### config.mk
export PLATFORM = sky130hd
export DESIGN_NAME = bank_precharge_tracker
export DESIGN_NICKNAME = d
export VERILOG_FILES = /design/src/rtl/bank_trk_pkg.sv /design/src/rtl/bank_cmd_decode.sv /design/src/rtl/bank_slot.sv /design/src/rtl/bank_precharge_tracker.sv
export SDC_FILE = /design/constraint.sdc
export NUM_CORES = 1
export LEC_CHECK = 0
export BUFFER_PORTS_ARGS = -buffer_cell sky130_fd_sc_hd__buf_4
export CAP_MARGIN = 0
export CORE_UTILIZATION = 56
export CTS_CLUSTER_DIAMETER = 60
export DETAILED_ROUTE_END_ITERATION = 16
export PLACE_DENSITY = 0.77
export SLEW_MARGIN = 20
export SYNTH_ARGS = -nofsm -noshare
export SYNTH_HDL_FRONTEND = slang
export SYNTH_SLANG_ARGS = --single-unit
### constraint.sdc
create_clock -name clk -period 1.9 [get_ports clk]
set_input_delay 0.19 -clock clk [delete_from_list [all_inputs] [get_ports clk]]
set_output_delay 0.19 -clock clk [all_outputs]
set_load 0.05 [all_outputs]
### src/rtl/bank_trk_pkg.sv
package bank_trk_pkg;

    typedef enum logic [2:0] {
        CMD_NOP,
        CMD_ACT,
        CMD_PRE,
        CMD_RD,
        CMD_WR
    } dram_cmd_e;

    typedef enum logic [1:0] {
        BK_IDLE,
        BK_OPEN,
        BK_RECOVER
    } bank_st_e;

endpackage

### src/rtl/bank_cmd_decode.sv
module bank_cmd_decode
    import bank_trk_pkg::*;
(
    input  logic      cs_n,
    input  logic      ras_n,
    input  logic      cas_n,
    input  logic      we_n,
    output dram_cmd_e cmd
);

    always_comb begin
        cmd = CMD_NOP;
        if (!cs_n) begin
            unique case ({ras_n, cas_n, we_n})
                3'b011:  cmd = CMD_ACT;
                3'b010:  cmd = CMD_PRE;
                3'b101:  cmd = CMD_RD;
                3'b100:  cmd = CMD_WR;
                default: cmd = CMD_NOP;
            endcase
        end
    end

endmodule

### src/rtl/bank_slot.sv
module bank_slot
    import bank_trk_pkg::*;
#(
    parameter int TRP_CYC = 4
) (
    input  logic clk,
    input  logic rst_n,
    input  logic act_sel,
    input  logic pre_sel,
    input  logic rw_sel,
    output logic is_open,
    output logic fault
);

    localparam int  CW       = (TRP_CYC < 2) ? 1 : $clog2(TRP_CYC + 1);
    localparam bit  SKIP_REC = (TRP_CYC <= 1);
    localparam logic [CW-1:0] LOAD_VAL = CW'((TRP_CYC > 1) ? TRP_CYC - 1 : 1);

    bank_st_e        st_q, st_d;
    logic [CW-1:0]   cnt_q, cnt_d;

    // State register
    always_ff @(posedge clk or negedge rst_n) begin
        if (!rst_n) begin
            st_q  <= BK_IDLE;
            cnt_q <= '0;
        end else begin
            st_q  <= st_d;
            cnt_q <= cnt_d;
        end
    end

    // Next-state logic
    always_comb begin
        st_d  = st_q;
        cnt_d = cnt_q;
        unique case (st_q)
            BK_IDLE: begin
                if (act_sel) st_d = BK_OPEN;
            end
            BK_OPEN: begin
                if (pre_sel) begin
                    if (SKIP_REC) begin
                        st_d = BK_IDLE;
                    end else begin
                        st_d  = BK_RECOVER;
                        cnt_d = LOAD_VAL;
                    end
                end
            end
            BK_RECOVER: begin
                if (cnt_q == CW'(1)) begin
                    st_d  = BK_IDLE;
                    cnt_d = '0;
                end else begin
                    cnt_d = cnt_q - CW'(1);
                end
            end
            default: st_d = BK_IDLE;
        endcase
    end

    // Outputs
    always_comb begin
        is_open = (st_q == BK_OPEN);
        fault   = (act_sel && st_q != BK_IDLE) || (rw_sel && st_q != BK_OPEN);
    end

    a_r3_open_from_idle: assert property (@(posedge clk) disable iff (!rst_n)
        $rose(is_open) |-> ($past(st_q) == BK_IDLE) && $past(act_sel));

    a_r4_close_enters_recovery: assert property (@(posedge clk) disable iff (!rst_n)
        (st_q == BK_OPEN && pre_sel) |=> (st_q == (SKIP_REC ? BK_IDLE : BK_RECOVER)));

    a_r6_counter_range: assert property (@(posedge clk) disable iff (!rst_n)
        (st_q == BK_RECOVER) |-> (cnt_q != '0) && (cnt_q < CW'(TRP_CYC)));

    a_r11_no_reload: assert property (@(posedge clk) disable iff (!rst_n)
        (st_q == BK_RECOVER && cnt_q != CW'(1)) |=> (cnt_q == $past(cnt_q) - CW'(1)));

endmodule

### src/rtl/bank_precharge_tracker.sv
module bank_precharge_tracker
    import bank_trk_pkg::*;
#(
    parameter int TRP_CYC = 4,
    parameter int BA_W    = 2
) (
    input  logic                   clk,
    input  logic                   rst_n,
    input  logic                   cs_n,
    input  logic                   ras_n,
    input  logic                   cas_n,
    input  logic                   we_n,
    input  logic                   a8,
    input  logic [BA_W-1:0]        ba,
    output logic [(1<<BA_W)-1:0]   open_mask,
    output logic                   any_open,
    output logic                   proto_err
);

    localparam int NBANK = 1 << BA_W;

    dram_cmd_e          cmd;
    logic [NBANK-1:0]   fault_vec;
    logic               err_q;

    bank_cmd_decode u_dec (
        .cs_n  (cs_n),
        .ras_n (ras_n),
        .cas_n (cas_n),
        .we_n  (we_n),
        .cmd   (cmd)
    );

    for (genvar b = 0; b < NBANK; b++) begin : g_bank
        logic hit;
        logic act_sel, pre_sel, rw_sel;

        always_comb begin
            hit     = (ba == BA_W'(b));
            act_sel = (cmd == CMD_ACT) && hit;
            pre_sel = (cmd == CMD_PRE) && (a8 || hit);
            rw_sel  = ((cmd == CMD_RD) || (cmd == CMD_WR)) && hit;
        end

        bank_slot #(.TRP_CYC(TRP_CYC)) u_slot (
            .clk     (clk),
            .rst_n   (rst_n),
            .act_sel (act_sel),
            .pre_sel (pre_sel),
            .rw_sel  (rw_sel),
            .is_open (open_mask[b]),
            .fault   (fault_vec[b])
        );
    end

    always_ff @(posedge clk or negedge rst_n) begin
        if (!rst_n) err_q <= 1'b0;
        else        err_q <= err_q | (|fault_vec);
    end

    always_comb begin
        any_open  = |open_mask;
        proto_err = err_q;
    end

    a_r5_close_all_empties: assert property (@(posedge clk) disable iff (!rst_n)
        (cmd == CMD_PRE && a8) |=> (open_mask == '0));

    a_r7_double_activate: assert property (@(posedge clk) disable iff (!rst_n)
        (cmd == CMD_ACT && open_mask[ba]) |=> proto_err && (open_mask == $past(open_mask)));

    a_r8_access_closed: assert property (@(posedge clk) disable iff (!rst_n)
        ((cmd == CMD_RD || cmd == CMD_WR) && !open_mask[ba]) |=> proto_err);

    a_r9_sticky: assert property (@(posedge clk) disable iff (!rst_n)
        proto_err |=> proto_err);

endmodule

# Yosys cells after proc, flatten, opt, wreduce, memory -nomap -nowiden
# Cells that the tools add are included.
dict set report totals {
  reg_bits 21
  input_bits 9
  elab_cells 135
}
dict set report classes {
  addsub 4
  n_eq_ne 39
  mux 30
  n_bitwise 1
  n_reduce_logical 52
}
# cell count
set op_table {}
lappend op_table {{$mux 3} 9}
lappend op_table {{$mux 2} 12}
lappend op_table {{$ne 2x1->1 const B} 12}
lappend op_table {{$pmux 2 s3} 4}
lappend op_table {{$pmux 3 s2} 4}
lappend op_table {{$logic_and 1x1->1} 20}
lappend op_table {{$reduce_bool 2->1} 8}
lappend op_table {{$eq 3x1->1 const B} 5}
lappend op_table {{$eq 2x2->1 const B} 6}
lappend op_table {{$eq 3x2->1 const B} 4}
lappend op_table {{$pmux 3 s4} 1}
lappend op_table {{$reduce_and 3->1} 4}
lappend op_table {{$sub 3x1->3 const B} 4}
lappend op_table {{$eq 2x1->1 const B} 5}
lappend op_table {{$logic_not 2->1} 5}
lappend op_table {{$eq 3x3->1 const B} 3}
lappend op_table {{$logic_or 1x1->1} 9}
lappend op_table {{$ne 2x2->1 const B} 4}
lappend op_table {{$reduce_and 2->1} 4}
lappend op_table {{$reduce_or 4->1} 2}
lappend op_table {{$or 1x1->1} 1}

# Longest topological paths before layout
# Gate-level depths: netlist (run 1).
dict set report logic_depth {
  word_depth 10
  mapped_depth 5
}

# Hierarchy
# Synthesis (run 1) repeated with hierarchy kept, for this count alone.
dict set report unflattened {
  hier_cells 141
  area_unflattened_um2 1403.8
}
# module n_inst cells_per_inst area_per_inst_um2 seq_area_each_um2
set by_module_without_submodules {}
lappend by_module_without_submodules {bank_slot 4 27 294.0 125.1}
lappend by_module_without_submodules {bank_precharge_tracker 1 26 181.4 25.0}
lappend by_module_without_submodules {bank_cmd_decode 1 7 46.3 0.0}

# Worst setup path before layout (run 1)
# Ideal clock, no wire load.
dict set report synth_timing {
  path_kind {flip-flop to output port}
  start {register g_bank[3].u_slot.st_q[0]}
  end {output port any_open}
  t_arrival_ns 1.316
  required_ns 1.710
  setup_slack_ns 0.394
  stages_incl_launch_ff 3
  cell_sequence {dfrtp_1 -> nor2b_1 -> or4_1}
}
dict set report synth_via {
  elab_chain_cells 2
}
# item line
set synth_lines {}
lappend synth_lines {{start: declaration} bank_slot.sv:19} ;# bank_st_e st_q, st_d;
lappend synth_lines {{start signal: assignment} bank_slot.sv:28} ;# st_q <= st_d;
lappend synth_lines {{$eq 2x1->1} bank_slot.sv:65} ;# is_open = (st_q == BK_OPEN);
lappend synth_lines {{via g_bank[3].u_slot.is_open} bank_slot.sv:11} ;# output logic is_open,
lappend synth_lines {{$reduce_or 4->1} bank_precharge_tracker.sv:62} ;# any_open = |open_mask;
lappend synth_lines {{end: declaration} bank_precharge_tracker.sv:16} ;# output logic any_open,
# The timed path passes the listed nets, and every way through them passes these cells.

# Worst setup path after layout (run 1)
dict set report layout_timing {
  start {register g_bank[0].u_slot.st_q[0]}
  end {output port any_open}
}
dict set report layout_via {
  elab_chain_cells 2
}
# item line
set layout_lines {}
lappend layout_lines {{start: declaration} bank_slot.sv:19}
lappend layout_lines {{start signal: assignment} bank_slot.sv:28}
lappend layout_lines {{$eq 2x1->1} bank_slot.sv:65}
lappend layout_lines {{$reduce_or 4->1} bank_precharge_tracker.sv:62}
# Every way passes these cells.

==> impl_metrics.ini, run 1 <==
[sta]
finalCritPeriodShare_pct = 96.6
finalHoldViolations = 0
rsz0062_at_grt = false
tightest_slew_ns = 0.402
skew_ns = 0.00388
max_freq_mhz = 545
slew_headroom_pct = 72.9
finalSetupViolations = 0
drv_slew = 0
fin_setup_tns_ns = 0
setup_ws_ns = 0.0642
layout_min_cycle_time_ns = 1.84

[hold_path]
hold_path_depth = 3
min_path_type = input pin to flip-flop
hold_start = we_n
min_to = g_bank[0].u_slot.st_q[0]$_DFFE_PN0P_

[placed_design]
hpwl_um = 1710
routabilityCongestion = 0.828
place_ws_ns = 0.243
port_buffers = 14
postPlaceCellArea_um2 = 1350

[power_and_ir_drop]
p_sw_share_pct = 38.0
pwr-share-clk_pct = 15.6
ir_drop_mv = 0.906
total_power_mw = 1.43
power.density_nw_per_um2 = 1020
power_frac_comb_pct = 36.4
p_sw_mw = 0.546
internal_power_mw = 0.889
p_leak_nw = 0.653
seqPwrFrac_pct = 48.0

[clocking]
htree_levels = 1
cts.sinks = 21
clock_latency_ns = 0.31
clk_path_buf_depth = 2
numCtsBuffers = 3
root_buffer = clkbuf_4
cts_tree = built
clkTransAtPathRegs_ns = 0.12

[critical_path]
r2r_start = g_bank[2].u_slot.st_q[0]$_DFFE_PN0P_
reg2regPathDepth = 4
arrival_ns = 1.65
cp_max_fo = 6
cp-start-kind = flip-flop
r2r_slack_ns = 0.35
timing.rr.end = proto_err$_DFF_PN0_
end_kind = output pin
worstSetupPathType = flip-flop to output pin
critPathRequiredTime_ns = 1.71

[floorplanning]
dieWidth_um = 49.4
fp-row-count = 16
io_pins = 15
initial_core_util_pct = 61.6
core_area_um2 = 2040
die_area_um2 = 2440
die_y_um = 49.4

[grt]
grtUsageTotal_pct = 22.6
grt_first_pass_wirelength_um = 4220
antenna_found_initial = 0
grt_overflow = 0
grt_pass1_vias = 943
grt_max_degree = 22

[finish]
fill_cells = 165
final_area_um2 = 1410
syn2layout_area_growth_pct = 11.7
nets = 166
drive_gt1_share_pct = 16.9
n_antenna_cell = 0
final_util_pct = 68.9

[routing]
vias = 976
drt-total-wl_um = 2340
ant_nets = 0
routed_via_density = 5.58
wl_per_cell_um = 13.4
drc = 0
first_pass_iters = 4
drt_iter0_drc = 18

[synth]
synth_edf_count = 0
synthArstFlopShare_pct = 100
syn_nets = 152
synthFlopType = dfrtp_1
synthTopCellsByArea = dfrtp_1, ha_1, o21ai_0
seq_area_frac_synth_pct = 41.7
netlist.area_leader.share_pct = 41.7
ys_types = 33
synth_seq_cells = 21
syn_inst = 135
avgSynthCellArea_um2 = 9.32
yosysMostFrequentCell = dfrtp_1
yosys_warnings = 0
yosysTopAreaCell = dfrtp_1
syn_area_um2 = 1260
synthTopCellsByCount = dfrtp_1, inv_1, nand2_1, o21ai_0, ha_1

[flow_run]
cap_violations = 0

[outcome]
status = finished, final reports clean
==> registers in the layout (all words and copies together), names as in the netlist <==
| signal | count |
|---|---|
| g_bank.u_slot.cnt_q | 12 |
| g_bank.u_slot.st_q | 8 |
| proto_err | 1 |
==> metal layers <==
layer,up-vias,wire length [um],global-route usage [%]
li1,502,-,-
met1,453,1170,31.3
met2,19,1050,35.6
met3,2,113,6.54
met4,0,10,3.81
met5,-,0,0
==> placed cells by master, fill, tap and decap left out, drive strengths merged, types with 3 or more instances in the layout <==
cell type  synthesis  layout
a21oi              6       6
buf                6      15
clkbuf             1       3
dfrtp             21      21
ha                 8       8
inv               16      16
nand2             13      13
nand2b             6       6
nor2               5       5
nor2b              7       7
nor4b              5       5
o211ai             7       7
o21ai             13      13
==> power groups by stage <==
stage | registers [mW] | clock network, mW | logic, mW
2_1_floorplan | 0.670 | 0 | 0.415
3_3_place_gp | 0.686 | 0 | 0.482
3_5_place_dp | 0.694 | 0 | 0.513
4_1_cts | 0.686 | 0.237 | 0.517
5_1_grt | 0.712 | 0.258 | 0.612
6_report | 0.689 | 0.224 | 0.523
==> worst max-delay path: stages (launching register included) <==
cell and delay (ns):
dfrtp_1 0.45, nor2b_1 0.19, or4_1 0.53, buf_6 0.17
==> kinds of logic (layout without fill, tap and decap cells) <==
group / after synthesis / count (layout) / share of synthesized area (%)
AOI/OAI and AO/OA: 35 / 35 / 18.3
buffers and inverters: 23 / 36 / 8.75
and+or+nand+nor: 47 / 47 / 21.5
adders and majority gates: 8 / 8 / 7.95
DFF: 21 / 21 / 41.7
muxes: 1 / 1 / 1.79
==> metrics by stage <==
stage / hold WS [ns] / instances
after floorplan: -0.106 / 135
after global placement: 0.0860 / 169
after detailed placement: 0.0868 / 169
after CTS: 0.168 / 174
after global routing: 0.167 / 175
final: 0.191 / 175
==> how the worst max path moves through the flow <==
stage                                          from                                    end  slack, ns  cells after the start
6_report       g_bank[0].u_slot.st_q[0]$_DFFE_PN0P_                               any_open       0.06                      3
5_1_grt        g_bank[0].u_slot.st_q[0]$_DFFE_PN0P_                               any_open      0.005                      3
4_1_cts        g_bank[3].u_slot.st_q[0]$_DFFE_PN0P_                               any_open       0.04                      3
3_5_place_dp                                   cs_n  g_bank[3].u_slot.cnt_q[2]$_DFFE_PN0P_       0.24                      5
3_3_place_gp                                   cs_n  g_bank[3].u_slot.cnt_q[2]$_DFFE_PN0P_       0.26                      5
2_1_floorplan  g_bank[3].u_slot.st_q[0]$_DFFE_PN0P_                               any_open       0.39                      2
==> layout make-up <==
cell class / count / area [um^2] / area share, %
flip-flops and latches: 21 / 526 / 37.4
clock inverters: 1 / 7.51 / 0.534
multi-input cells: 91 / 631 / 44.8
clock buffers: 3 / 22.5 / 1.60
repair buffers: 16 / 126 / 8.99
well taps: 27 / 33.8 / 2.40
inverters: 16 / 60.1 / 4.27
==> repair_timing <==
item	4_1_cts	5_1_grt
endpoints found under the setup margin	0	1
hold endpoints to repair	21	0
gates resized for setup	0	3
buffers inserted	0	1
hold buffers	1	0
(Power assumes the default switching activity.)
==> inputs of run 2 (changes only) <==
--- a/config.mk
+++ b/config.mk
@@ -7,10 +7,10 @@
 export LEC_CHECK = 0
 export BUFFER_PORTS_ARGS = -buffer_cell sky130_fd_sc_hd__buf_4
 export CAP_MARGIN = 0
-export CORE_UTILIZATION = 56
+export CORE_UTILIZATION = 40
 export CTS_CLUSTER_DIAMETER = 60
 export DETAILED_ROUTE_END_ITERATION = 16
-export PLACE_DENSITY = 0.77
+export PLACE_DENSITY = 0.7
 export SLEW_MARGIN = 20
 export SYNTH_ARGS = -nofsm -noshare
 export SYNTH_HDL_FRONTEND = slang
==> impl_metrics.ini, run 2 (synthesis results as in run 1) <==
[clocking]
cts_tree = built
numCtsBuffers = 3
clk_path_buf_depth = 2
clock_latency_ns = 0.32
cts.sinks = 21
root_buffer = clkbuf_4
clkTransAtPathRegs_ns = 0.13
cts_resized = 0
htree_levels = 1

[placed_design]
place_ws_ns = 0.209
hpwl_um = 1780
routabilityCongestion = 0.787
dp.cells = 184
port_buffers = 14

[hold_path]
hold_start = we_n
hold_path_depth = 3
min_to = g_bank[0].u_slot.st_q[0]$_DFFE_PN0P_
min_path_type = input pin to flip-flop

[sta]
drv_slew = 0
rsz0062_at_grt = false
tightest_slew_ns = 0.425
finalCritPeriodShare_pct = 96.3
finalHoldViolations = 0
slew_headroom_pct = 71.4
skew_ns = 0.0183
fin_setup_tns_ns = 0
finalSetupViolations = 0
layout_min_cycle_time_ns = 1.83
max_freq_mhz = 546
setup_ws_ns = 0.0698

[critical_path]
cp_slowest_cell = or4_1
arrival_ns = 1.64
cp_max_fo = 6
critPathRequiredTime_ns = 1.71
timing.rr.end = proto_err$_DFF_PN0_
worstSetupPathType = flip-flop to output pin
r2r_start = g_bank[2].u_slot.st_q[0]$_DFFE_PN0P_
cp-start-kind = flip-flop
end_kind = output pin
reg2regPathDepth = 4
timing.critical_path.cells = nor2b_1 > or4_1 > buf_4
r2r_slack_ns = 0.34
max_stage_delay_ns = 0.52

[routing]
first_pass_iters = 4
ant_nets = 0
routed_via_density = 5.35
drt_iter0_drc = 49
vias = 1016
drc = 0
wl_per_cell_um = 12.6
drt-total-wl_um = 2400

[finish]
n_antenna_cell = 0
fill_cells = 268
layout_common_cells = dfrtp_1, inv_1, buf_4
regArea_um2 = 526
largest-register = g_bank.u_slot.cnt_q
largest_reg_flops = 12
multiInputGateArea_um2 = 623
final_common_cell = dfrtp_1
fin_cells = 190
drive_gt1_share_pct = 16.2
syn2layout_area_growth_pct = 12.1
nets = 166

[grt]
grt_first_pass_wirelength_um = 4290
grt_max_degree = 22
grt_overflow = 0
antenna_found_initial = 0
grtUsageTotal_pct = 16.3
grt_pass1_vias = 1010

[power_and_ir_drop]
p_leak_nw = 0.646
power.density_nw_per_um2 = 1020
ir_drop_mv = 0.367

[floorplanning]
dieWidth_um = 58.1
fp-row-count = 19
die_y_um = 58.1
core_area_um2 = 2880
die_area_um2 = 3380
initial_core_util_pct = 43.8
io_pins = 15

[outcome]
status = finished, final reports clean

[flow_run]
cap_violations = 0
run 2: changes by cell type in the layout (fill, tap and decap cells not counted), sizes merged:
cell	delta
clkinvlp	-1
clkinv	+1
run 2: critical path, delay by kind of cell, from the launching register on:
family	cells	cell delay [ns]
and+or+nand+nor	2	0.70
buffers and inverters	1	0.20
DFF	1	0.43
run 2: per-layer routing:
| layer | track usage [%] | vias up | share of wire, % |
|---|---|---|---|
| li1 | - | 499 | - |
| met1 | 20.8 | 495 | 48 |
| met2 | 28.1 | 22 | 47 |
| met3 | 4.69 | 0 | 5.0 |
| met4 | 2.04 | 0 | 0 |
| met5 | 0 | - | 0 |
run 2: timing repair:
item	CTS	global route
hold buffers	1	0
hold endpoints to repair	21	0
setup endpoints to repair	0	1
setup buffers	0	1
run 2: where the power goes:
| group | internal [mW] | switching, mW |
|---|---|---|
| combinational | 0.227 | 0.299 |
| sequential | 0.581 | 0.102 |
| clock | 0.0788 | 0.148 |
| total | 0.887 | 0.549 |
run 2: stage by stage:
| step | area [um^2] | power (mW) | hold WS (ns) | utilization (%) |
|---|---|---|---|---|
| floorplan | 1260 | 1.09 | -0.106 | - |
| global placement | 1370 | 1.17 | 0.0897 | 47.5 |
| detailed placement | 1370 | 1.21 | 0.0913 | 47.5 |
| CTS | 1400 | 1.45 | 0.159 | 48.8 |
| global route | 1410 | 1.56 | 0.188 | 49.1 |
| finish | 1410 | 1.44 | 0.181 | 49.1 |
run 2: final cells by class:
| class | instances | area share (%) |
|---|---|---|
| Clock buffer | 3 | 1.60 |
| Clock inverter | 1 | 0.355 |
| Inverter | 16 | 4.26 |
| Multi-Input combinational cell | 91 | 44.1 |
| Sequential cell | 21 | 37.2 |
| Tap cell | 42 | 3.72 |
| Timing Repair Buffer | 16 | 8.69 |
run 2: how the worst max path moves through the flow:
stage	startpoint	to	slack, ns	cells past startpoint
finish	g_bank[3].u_slot.st_q[0]$_DFFE_PN0P_	any_open	0.07	3
global route	g_bank[3].u_slot.st_q[0]$_DFFE_PN0P_	any_open	0.01	3
CTS	g_bank[0].u_slot.st_q[0]$_DFFE_PN0P_	any_open	0.04	3
detailed placement	cs_n	g_bank[3].u_slot.cnt_q[2]$_DFFE_PN0P_	0.21	5
global placement	cs_n	g_bank[3].u_slot.cnt_q[2]$_DFFE_PN0P_	0.26	5
floorplan	g_bank[3].u_slot.st_q[0]$_DFFE_PN0P_	any_open	0.39	2
